<file path="config.mk">
export PLATFORM = sky130hd
export DESIGN_NAME = smbus_host_seq
export DESIGN_NICKNAME = d
export VERILOG_FILES = /design/src/rtl/smbus_seq_pkg.sv /design/src/rtl/smbus_seq_dp.sv /design/src/rtl/smbus_seq_ctl.sv /design/src/rtl/smbus_host_seq.sv
export SDC_FILE = /design/constraint.sdc
export NUM_CORES = 1
export LEC_CHECK = 0
export BUFFER_PORTS_ARGS = -buffer_cell sky130_fd_sc_hd__buf_2
export CAP_MARGIN = 15
export CORE_MARGIN = 8
export CORE_UTILIZATION = 60
export CTS_CLUSTER_DIAMETER = 120
export DETAILED_ROUTE_END_ITERATION = 10
export PLACE_DENSITY = 0.79
export SLEW_MARGIN = 10
export SYNTH_ARGS = -nofsm -noshare
export SYNTH_HDL_FRONTEND = slang
export SYNTH_SLANG_ARGS = --single-unit
</file>
<file path="constraint.sdc">
create_clock -name clk -period 9.8 [get_ports clk]
set_clock_uncertainty 0.15 [all_clocks]
set_input_delay 2.94 -clock clk [delete_from_list [all_inputs] [get_ports clk]]
set_output_delay 2.94 -clock clk [all_outputs]
set_load 0.02 [all_outputs]
</file>
<file path="src/rtl/smbus_seq_pkg.sv">
package smbus_seq_pkg;

  localparam logic [2:0] EV_START = 3'd0;
  localparam logic [2:0] EV_SEND  = 3'd1;
  localparam logic [2:0] EV_RECV  = 3'd2;
  localparam logic [2:0] EV_NACK  = 3'd3;
  localparam logic [2:0] EV_STOP  = 3'd4;

  localparam logic [2:0] PR_QUICK = 3'd0;
  localparam logic [2:0] PR_BYTE  = 3'd1;
  localparam logic [2:0] PR_BDATA = 3'd2;
  localparam logic [2:0] PR_WORD  = 3'd3;
  localparam logic [2:0] PR_BLOCK = 3'd5;

  typedef struct packed {
    logic latch;
    logic txAdv;
    logic rxStore;
    logic clrIdx;
  } seqStrobe_t;

  typedef enum logic [2:0] {
    ST_IDLE, ST_START, ST_SEND, ST_RESTART, ST_RECV, ST_NACK, ST_STOP
  } seqState_e;

endpackage

</file>
<file path="src/rtl/smbus_seq_dp.sv">
module smbus_seq_dp
  import smbus_seq_pkg::*;
#(
  parameter int MAX_BLOCK = 32,
  parameter int IDX_W = $clog2(MAX_BLOCK + 3),
  parameter int BUF_AW = $clog2(MAX_BLOCK)
) (
  input  logic              clk,
  input  logic              rstN,
  input  seqStrobe_t        strobe,
  input  logic              busy,
  input  logic [2:0]        protoIn,
  input  logic [7:0]        addrDirIn,
  input  logic [7:0]        cmdIn,
  input  logic [7:0]        data0In,
  input  logic [7:0]        data1In,
  input  logic              bufWrEn,
  input  logic [BUF_AW-1:0] bufWrIdx,
  input  logic [7:0]        bufWrData,
  input  logic [BUF_AW-1:0] bufRdIdx,
  input  logic [7:0]        rxByte,
  output logic [7:0]        bufRdData,
  output logic [2:0]        protoQ,
  output logic [6:0]        addrQ,
  output logic              rdQ,
  output logic [7:0]        txByte,
  output logic              txLast,
  output logic              rxLast,
  output logic [7:0]        data0Q,
  output logic [7:0]        data1Q
);

  localparam logic [7:0] MAX_LEN = 8'(MAX_BLOCK);

  logic [7:0]       cmdQ;
  logic [7:0]       rxLen;
  logic [IDX_W-1:0] idx;
  logic [IDX_W-1:0] idxM1;
  logic [IDX_W-1:0] idxM2;
  logic [7:0]       idx8;
  logic [7:0]       wrLen;
  logic [7:0]       rxClamp;
  logic [7:0]       bufMem [MAX_BLOCK];
  logic [MAX_BLOCK-1:0] wrHit;

  assign idxM1   = idx - IDX_W'(1);
  assign idxM2   = idx - IDX_W'(2);
  assign idx8    = 8'(idx);
  assign wrLen   = (data0Q > MAX_LEN) ? MAX_LEN : data0Q;
  assign rxClamp = (rxByte > MAX_LEN) ? 8'd0 : rxByte;
  assign bufRdData = bufMem[bufRdIdx];

  // per-entry write select: idle loads from outside, busy loads from the bus
  for (genvar g = 0; g < MAX_BLOCK; g++) begin : gBufSel
    assign wrHit[g] = (!busy && bufWrEn && bufWrIdx == BUF_AW'(g)) ||
                      (strobe.rxStore && protoQ == PR_BLOCK && idx != '0 &&
                       idxM1 == IDX_W'(g));
  end

  always_ff @(posedge clk) begin
    for (int i = 0; i < MAX_BLOCK; i++) begin
      if (!rstN) bufMem[i] <= '0;
      else if (wrHit[i]) bufMem[i] <= strobe.rxStore ? rxByte : bufWrData;
    end
  end

  always_ff @(posedge clk) begin
    if (!rstN) begin
      protoQ <= '0;
      addrQ  <= '0;
      rdQ    <= 1'b0;
      cmdQ   <= '0;
      data0Q <= '0;
      data1Q <= '0;
      rxLen  <= '0;
      idx    <= '0;
    end else if (strobe.latch) begin
      protoQ <= protoIn;
      addrQ  <= addrDirIn[7:1];
      rdQ    <= addrDirIn[0];
      cmdQ   <= cmdIn;
      data0Q <= data0In;
      data1Q <= data1In;
      idx    <= '0;
    end else begin
      if (strobe.clrIdx) idx <= '0;
      else if (strobe.txAdv || strobe.rxStore) idx <= idx + IDX_W'(1);
      if (strobe.rxStore) begin
        unique case (protoQ)
          PR_WORD: begin
            if (idx == '0) data0Q <= rxByte;
            else data1Q <= rxByte;
          end
          PR_BLOCK: begin
            if (idx == '0) begin
              data0Q <= rxClamp;
              rxLen  <= rxClamp;
            end
          end
          default: data0Q <= rxByte;
        endcase
      end
    end
  end

  always_comb begin
    txByte = cmdQ;
    if (idx != '0) begin
      unique case (protoQ)
        PR_BDATA: txByte = data0Q;
        PR_WORD:  txByte = (idx == IDX_W'(1)) ? data0Q : data1Q;
        PR_BLOCK: txByte = (idx == IDX_W'(1)) ? wrLen : bufMem[idxM2[BUF_AW-1:0]];
        default:  txByte = cmdQ;
      endcase
    end
  end

  always_comb begin
    unique case (protoQ)
      PR_BDATA: txLast = rdQ ? (idx == '0) : (idx == IDX_W'(1));
      PR_WORD:  txLast = rdQ ? (idx == '0) : (idx == IDX_W'(2));
      PR_BLOCK: txLast = rdQ ? (idx == '0) : (idx8 == wrLen + 8'd1);
      default:  txLast = 1'b1;
    endcase
  end

  always_comb begin
    unique case (protoQ)
      PR_WORD:  rxLast = (idx == IDX_W'(1));
      PR_BLOCK: rxLast = (idx == '0) ? (rxClamp == 8'd0) : (idx8 == rxLen);
      default:  rxLast = 1'b1;
    endcase
  end

endmodule

</file>
<file path="src/rtl/smbus_seq_ctl.sv">
module smbus_seq_ctl
  import smbus_seq_pkg::*;
(
  input  logic       clk,
  input  logic       rstN,
  input  logic       go,
  input  logic [2:0] protoIn,
  input  logic [2:0] protoQ,
  input  logic       rdQ,
  input  logic       txLast,
  input  logic       rxLast,
  input  logic       busDone,
  input  logic       busAck,
  output seqStrobe_t strobe,
  output logic       evValid,
  output logic [2:0] evKind,
  output logic       evRead,
  output logic       busy,
  output logic       done,
  output logic       err
);

  seqState_e state, stateNxt;
  logic errAcc, errSet, doneSet, protoOk;

  assign protoOk = protoIn inside {PR_QUICK, PR_BYTE, PR_BDATA, PR_WORD, PR_BLOCK};
  assign busy    = (state != ST_IDLE);
  assign evValid = busy;

  always_comb begin
    unique case (state)
      ST_SEND:    evKind = EV_SEND;
      ST_RECV:    evKind = EV_RECV;
      ST_NACK:    evKind = EV_NACK;
      ST_STOP:    evKind = EV_STOP;
      default:    evKind = EV_START;
    endcase
    if (state == ST_RESTART) evRead = 1'b1;
    else if (state == ST_START) evRead = (protoQ == PR_QUICK || protoQ == PR_BYTE) ? rdQ : 1'b0;
    else evRead = 1'b0;
  end

  always_comb begin
    stateNxt = state;
    strobe   = '0;
    errSet   = 1'b0;
    doneSet  = 1'b0;
    unique case (state)
      ST_IDLE: if (go) begin
        strobe.latch = 1'b1;
        if (protoOk) stateNxt = ST_START;
        else begin
          errSet  = 1'b1;
          doneSet = 1'b1;
        end
      end
      ST_START: if (busDone) begin
        if (!busAck) begin
          errSet   = 1'b1;
          stateNxt = ST_STOP;
        end else if (protoQ == PR_QUICK) stateNxt = ST_STOP;
        else if (protoQ == PR_BYTE && rdQ) stateNxt = ST_RECV;
        else stateNxt = ST_SEND;
      end
      ST_SEND: if (busDone) begin
        strobe.txAdv = 1'b1;
        if (txLast) begin
          if (rdQ) begin
            strobe.clrIdx = 1'b1;
            stateNxt = ST_RESTART;
          end else stateNxt = ST_STOP;
        end
      end
      ST_RESTART: if (busDone) begin
        if (!busAck) begin
          errSet   = 1'b1;
          stateNxt = ST_STOP;
        end else stateNxt = ST_RECV;
      end
      ST_RECV: if (busDone) begin
        strobe.rxStore = 1'b1;
        if (rxLast) stateNxt = ST_NACK;
      end
      ST_NACK: if (busDone) stateNxt = ST_STOP;
      ST_STOP: if (busDone) begin
        doneSet  = 1'b1;
        stateNxt = ST_IDLE;
      end
      default: stateNxt = ST_IDLE;
    endcase
  end

  always_ff @(posedge clk) begin
    if (!rstN) begin
      state  <= ST_IDLE;
      errAcc <= 1'b0;
      done   <= 1'b0;
      err    <= 1'b0;
    end else begin
      state <= stateNxt;
      done  <= doneSet;
      if (strobe.latch) errAcc <= 1'b0;
      else if (errSet) errAcc <= 1'b1;
      if (doneSet) err <= errAcc | errSet;
    end
  end

endmodule

</file>
<file path="src/rtl/smbus_host_seq.sv">
module smbus_host_seq
  import smbus_seq_pkg::*;
#(
  parameter int MAX_BLOCK = 32,
  parameter int BUF_AW = $clog2(MAX_BLOCK)
) (
  input  logic              clk,
  input  logic              rstN,
  input  logic              go,
  input  logic [2:0]        protoSel,
  input  logic [7:0]        addrDir,
  input  logic [7:0]        cmdByte,
  input  logic [7:0]        data0In,
  input  logic [7:0]        data1In,
  input  logic              bufWrEn,
  input  logic [BUF_AW-1:0] bufWrIdx,
  input  logic [7:0]        bufWrData,
  input  logic [BUF_AW-1:0] bufRdIdx,
  output logic [7:0]        bufRdData,
  output logic [7:0]        data0Q,
  output logic [7:0]        data1Q,
  output logic              busy,
  output logic              done,
  output logic              err,
  output logic              evValid,
  output logic [2:0]        evKind,
  output logic [6:0]        evAddr,
  output logic              evRead,
  output logic [7:0]        evByte,
  input  logic              busDone,
  input  logic              busAck,
  input  logic [7:0]        rxByte
);

  seqStrobe_t strobe;
  logic [2:0] protoQ;
  logic       rdQ, txLast, rxLast;

  smbus_seq_ctl ctl_i (
    .clk(clk), .rstN(rstN), .go(go), .protoIn(protoSel), .protoQ(protoQ),
    .rdQ(rdQ), .txLast(txLast), .rxLast(rxLast), .busDone(busDone),
    .busAck(busAck), .strobe(strobe), .evValid(evValid), .evKind(evKind),
    .evRead(evRead), .busy(busy), .done(done), .err(err)
  );

  smbus_seq_dp #(.MAX_BLOCK(MAX_BLOCK)) dp_i (
    .clk(clk), .rstN(rstN), .strobe(strobe), .busy(busy), .protoIn(protoSel),
    .addrDirIn(addrDir), .cmdIn(cmdByte), .data0In(data0In), .data1In(data1In),
    .bufWrEn(bufWrEn), .bufWrIdx(bufWrIdx), .bufWrData(bufWrData),
    .bufRdIdx(bufRdIdx), .rxByte(rxByte), .bufRdData(bufRdData),
    .protoQ(protoQ), .addrQ(evAddr), .rdQ(rdQ), .txByte(evByte),
    .txLast(txLast), .rxLast(rxLast), .data0Q(data0Q), .data1Q(data1Q)
  );

endmodule

</file>
==> results of run 1 <==
-- final cells by class --
cell class	count	area, um2
well taps	384	480
multi-input cells	971	8050
inverters	11	41.3
fillers	2035	9200
repair buffers	139	848
diodes	2	5.00
clock buffers	46	1000
clock inverters	16	134
flip-flops and latches	311	8790
-- per-stage QoR --
stage / cell area [um2] / std cells / power [uW] / setup WS, ns
after global routing: 19300 / 1878 / 3680 / 1.20
after floorplan: 17300 / 1418 / 2050 / 1.78
after detailed placement: 18100 / 1813 / 2280 / 1.29
after CTS: 19300 / 1875 / 3560 / 1.29
after global placement: 18100 / 1813 / 2260 / 1.35
final: 19400 / 1880 / 3580 / 1.31
-- tightest hold or removal path: cells and delay by family (launching register included) --
kind | cells | cell delay (ns)
flip-flops | 1 | 0.30
AND/OR/NAND/NOR | 1 | 0.05
AO/OA/AOI/OAI | 1 | 0.05
-- cells by family after synthesis --
kind of cell,Yosys count,share of synthesized area (%)
fa+ha+maj,10,0.723
flops,311,50.8
compound gates,189,8.00
mux,199,22.1
xor+xnor,24,1.22
buf+inv,136,3.29
simple gates,549,13.9
-- power by group through the flow --
stage | combinational, uW | sequential (uW) | clock, uW
6_report | 668 | 1610 | 1300
3_3_place_gp | 634 | 1630 | 0
5_1_grt | 708 | 1620 | 1360
3_5_place_dp | 648 | 1630 | 0
4_1_cts | 652 | 1610 | 1300
2_1_floorplan | 451 | 1600 | 0
-- registers in the layout, summed over array words and instances (netlist names) --
| name | count |
|---|---|
| ctl_i.done | 1 |
| ctl_i.err | 1 |
| ctl_i.errAcc | 1 |
| ctl_i.state | 3 |
| dp_i.addrQ | 7 |
| dp_i.bufMem | 256 |
| dp_i.cmdQ | 8 |
| dp_i.data0Q | 8 |
| dp_i.data1Q | 8 |
| dp_i.idx | 6 |
| dp_i.protoQ | 3 |
| dp_i.rdQ | 1 |
| dp_i.rxLen | 8 |
-- per-layer routing --
| layer | vias up | GRT usage, % | part of all wire, % | wire (um) |
|---|---|---|---|---|
| met1 | 6538 | 42.5 | 34 | 18900 |
| met2 | 1205 | 48.5 | 44 | 24700 |
| met3 | 197 | 11.9 | 17 | 9430 |
| met5 | - | 0 | 0.027 | 15 |
| met4 | 4 | 16.2 | 5.7 | 3230 |
| li1 | 5509 | - | - | - |
-- cells in the final DEF, fill, tap and decap left out, types with 5 or more instances in the layout --
| master | instances |
|---|---|
| a211oi_1 | 11 |
| a21oi_1 | 50 |
| a222oi_1 | 6 |
| a22oi_1 | 14 |
| a31oi_1 | 21 |
| and2_1 | 8 |
| buf_2 | 112 |
| buf_4 | 22 |
| clkbuf_1 | 6 |
| clkbuf_16 | 38 |
| clkinv_2 | 8 |
| dfxtp_1 | 53 |
| edfxtp_1 | 256 |
| ha_1 | 9 |
| inv_1 | 8 |
| mux2_2 | 9 |
| mux2i_1 | 37 |
| mux2i_4 | 8 |
| mux4_2 | 145 |
| nand2_1 | 103 |
| nand2b_1 | 14 |
| nand3_1 | 23 |
| nand4_1 | 10 |
| nor2_1 | 323 |
| nor2b_1 | 8 |
| nor3_1 | 13 |
| o21ai_0 | 13 |
| o221ai_1 | 16 |
| o22ai_1 | 7 |
| o2bb2ai_1 | 6 |
| or2_1 | 5 |
| or3_1 | 5 |
| or4_1 | 7 |
| xnor2_1 | 16 |
| xor2_1 | 7 |
-- final timing paths --
| path | from | end | slack, ns | depth (start not counted) |
|---|---|---|---|---|
| worst min register to register | dp_i.addrQ[2]$_SDFFE_PN0P_ | dp_i.addrQ[2]$_SDFFE_PN0P_ | 0.30 | 2 |
| worst min-delay path | dp_i.addrQ[2]$_SDFFE_PN0P_ | dp_i.addrQ[2]$_SDFFE_PN0P_ | 0.30 | 2 |
| worst max-delay path | bufRdIdx[0] | bufRdData[2] | 1.31 | 6 |
| worst max register to register | dp_i.idx[0]$_SDFFE_PP0P_ | dp_i.bufMem[4][4]$_SDFFCE_PN0P_ | 5.32 | 8 |
==> results.tsv, run 1 <==
metric	value	unit
Tcrit/Tclk final	86.6	%
P_sw	1050	uW
Yosys top cell by area	edfxtp_1	
Seq pwr share	45.0	%
Core Footprint	0.0285	mm2
sequential-to-total area share from yosys stat	50.8	%
Leak	0.00694	uW
number of buffers added for setup after CTS	0	
worst-skew pair later-pin latency	0.51	ns
Final Hold Vio Count	0	
Clock Pin Slew Worst Setup and Hold Paths	0.06	ns
Pwr per Cell Area	185	mW/mm2
fmax	118	MHz
DR pass1 iterations	5	
DIE HEIGHT	186	um
Final Max Slew Viols	0	
maximum fanout along the worst path	38	
CTS sink cnt	311	
WL/cell	30.0	um
CTS tree	built	
via count	13500	
die area	0.0345	mm2
Initial Util	60.6	%
Peak VDD IR	0.151	mV
Ys Warns	0	
antenna violations before repair	3	
clock power share	36.3	%
unique cell type count in the Yosys netlist	71	
Synth top area share	44.4	%
DRC	0	
Hold WS	0.304	ns
DRT iter0 DRCs	2172	
status	complete, no violations	
Req. time, crit path	6.71	ns
Min Clock Period, post-route	8.49	ns
die width	186	um
HP Class	reg -> reg	
critical path's slowest cell	buf_4	
synthesized flop and latch total	311	
ys async rst share	0	%
RSZ-0062 raised after global routing	false	
top-count cell post-synth	nor2_1	
cell count after synthesis	1418	
Most common cell on crit path	mux4_2	
Avg Cell Area, Syn	12.2	um2
Comb power frac	18.6	%
quantity of hold-fixing buffers added after cts	0	
GRT overflow	0	
Post-Syn Nets	1495	
Crit. End Element	output pin	
H-tree level count	2	
Final setup viols	0	
dominant synthesized flop cell	edfxtp_1	
delay-heaviest family, CP	multiplexers	
worst slew pin tran	1.34	ns
vias in the first global route	12800	
Synth top cells by count	nor2_1, edfxtp_1, mux4_2	
crit start category	primary input	
Global Route Usage Sum	32.8	%
layout cells sized above 1	25.3	%
Slowest Stage Delay on Critical Path	0.56	ns
clock root cell	clkbuf_16	
synthesis-to-layout area growth	11.9	%
Ports	114	
first-pass GRT wire length	82.6	mm
synthesized cell area	0.0173	mm2
worst path cell trace	buf_4 -> buf_12 -> mux4_2 -> mux4_2 -> mux2_2 -> buf_2	
largest net degree at the start of global routing	60	
post-route ant nets	0	
routed wire length	56.4	mm
final RePlAce weighted congestion	0.970	
EDFF count, synth	256	
# Max-Cap Violations	0	
Internal Pwr Total	2540	uW
Slew HR	10.6	%
Setup CP Type	in -> out	
Synth area leaders	edfxtp_1, mux4_2, nor2_1	
CTS buffer count	34	
Via density	7.16	
Port-buffer cells	113	
setup TNS	0	ns
Worst Path Arrival	5.40	ns
Post-CTS Resized	0	
CTS Buffer Depth	3	
row cnt	62	
dpl hpwl	39.2	mm
worst path bufs/invs	3	
final core utilization	67.8	%
Final #Nets	1545	
Sw Ratio	29.2	%
No activity file was read; power rests on OpenSTA's default activity.
==> run 2: changes to the inputs <==
REMOVE_ABC_BUFFERS = 1   (was not set)
SKIP_CTS_REPAIR_TIMING = 1   (was not set)
==> results.tsv, run 2 (synthesis gave the netlist of run 1 again) <==
metric	value	unit	change
delay-heaviest family, CP	buffers and inverters		
# Max-Cap Violations	0		unchanged
maximum fanout along the worst path	47		+24%
Req. time, crit path	6.71	ns	about the same
most frequent cells in the layout	nor2_1, edfxtp_1, mux4_2, buf_2, nand2_1		
worst path cell trace	buf_2 -> buf_4 -> mux4_2 -> mux4_2 -> mux2_2 -> buf_2		
crit start category	primary input		
worst slew pin tran	1.17	ns	-0.170 ns
setup TNS	0	ns	unchanged
dpl hpwl	38.9	mm	-0.64%
filler cell count	2126		+4.5%
first-pass GRT wire length	79.9	mm	-3.3%
die area	0.0345	mm2	unchanged
Largest Register	dp_i.bufMem		
Final setup viols	0		unchanged
pre-CTS worst setup slack	1.26	ns	-0.0319 ns
worst-skew pair later-pin latency	0.51	ns	about the same
Slew HR	21.5	%	+11 points
Leak	0.00692	uW	-0.38%
layout cells sized above 1	24.8	%	-0.50 points
Peak VDD IR	0.209	mV	+39%
CTS Buffer Depth	3		unchanged
status	complete, no violations		
most common cell after layout, fill and taps aside	nor2_1		
largest net degree at the start of global routing	60		unchanged
Final Hold Vio Count	0		unchanged
Clock Pin Slew Worst Setup and Hold Paths	0.05	ns	about the same
slack of the critical path	1.23	ns	-0.0861 ns
final RePlAce weighted congestion	0.973		+0.28%
final core utilization	67.6	%	-0.17 points
DR pass1 iterations	5		unchanged
clock root cell	clkbuf_16		
Port-buffer cells	113		unchanged
Pwr per Cell Area	189	mW/mm2	+1.9%
worst path bufs/invs	3		unchanged
DRT iter0 DRCs	2017		-7.1%
max reg flops	256		unchanged
Core Footprint	0.0285	mm2	unchanged
vias in the first global route	12300		-3.4%
post-route ant nets	0		unchanged
antenna violations before repair	1		-2
Initial Util	60.6	%	unchanged
synthesis-to-layout area growth	11.6	%	
WL/cell	28.7	um	-4.1%
die width	186	um	unchanged
DRC	0		unchanged
Final Max Slew Viols	0		unchanged
HP Class	reg -> reg		
H-tree level count	2		unchanged
Ports	114		unchanged
Hold WS	0.304	ns	+0.000181 ns
fmax	117	MHz	-1.0%
Tcrit/Tclk final	87.5	%	+0.88 points
GRT overflow	0		unchanged
row cnt	62		unchanged
critical path's slowest cell	buf_2		
DIE HEIGHT	186	um	unchanged
Worst Path Arrival	5.48	ns	+0.08 ns
CTS buffer count	36		+5.9%
RSZ-0062 raised after global routing	false		
Setup CP Type	in -> out		
Crit. End Element	output pin		
via count	13300		-1.2%
Slowest Stage Delay on Critical Path	0.81	ns	+0.25 ns
Min Clock Period, post-route	8.57	ns	+0.0861 ns
Global Route Usage Sum	31.3	%	-1.5 points
Final #Nets	1543		-0.13%
CTS tree	built		
routed wire length	54.0	mm	-4.3%
Via density	7.08		-1.0%
CTS sink cnt	311		unchanged
==> run 2: cell types whose count changed in the layout (fill, tap and decap cells not counted), moves of 2 or more <==
cell,delta
buf_16,-2
clkbuf_1,+6
clkinv_2,-4
bufinv_16,+2
==> run 2: area by class of cell <==
class / count / area [um2] / area share (%)
diodes: 1 / 2.50 / 0.0130
clock buffers: 52 / 1010 / 5.24
clock inverters: 12 / 160 / 0.830
inverters: 11 / 41.3 / 0.214
multi-input cells: 971 / 8050 / 41.7
flip-flops and latches: 311 / 8790 / 45.6
well taps: 384 / 480 / 2.49
repair buffers: 135 / 766 / 3.97
==> run 2: path summary, 6_finish.rpt <==
path	cells after the start	end	slack [ns]	start
worst min-delay path	2	dp_i.addrQ[0]$_SDFFE_PN0P_	0.30	dp_i.addrQ[0]$_SDFFE_PN0P_
worst max-delay path	6	bufRdData[4]	1.23	bufRdIdx[1]
worst min register to register	2	dp_i.addrQ[0]$_SDFFE_PN0P_	0.30	dp_i.addrQ[0]$_SDFFE_PN0P_
worst max register to register	9	dp_i.bufMem[6][5]$_SDFFCE_PN0P_	4.73	dp_i.idx[1]$_SDFFE_PP0P_
==> run 2: where the power goes <==
| group | internal, uW | switching [uW] | total, uW | leakage (uW) |
|---|---|---|---|---|
| clock network | 823 | 527 | 1350 | 0.000573 |
| registers | 1510 | 109 | 1620 | 0.00310 |
| logic | 251 | 419 | 670 | 0.00324 |
==> run 2: through the flow <==
| stage | cells | instance area, um2 | total power (uW) |
|---|---|---|---|
| 4_1_cts | 1876 | 19300 | 3630 |
| 6_report | 1877 | 19300 | 3640 |
| 3_5_place_dp | 1812 | 18100 | 2290 |
| 2_1_floorplan | 1293 | 16800 | 2010 |
| 3_3_place_gp | 1811 | 18100 | 2280 |
| 5_1_grt | 1876 | 19300 | 3750 |
==> run 2: metal layers <==
layer / vias to the layer above / GRT usage (%) / routed length, um
met5: - / 1.18 / 57
met4: 4 / 10.0 / 1950
met3: 140 / 10.9 / 8920
met2: 1169 / 45.3 / 23000
met1: 6480 / 43.8 / 20000
li1: 5501 / - / -
==> run 2: tightest hold or removal path, cell delays in order, from the launching register on <==
cell and delay [ns]:
dfxtp_1 0.30, nand2_1 0.05, a21oi_1 0.05
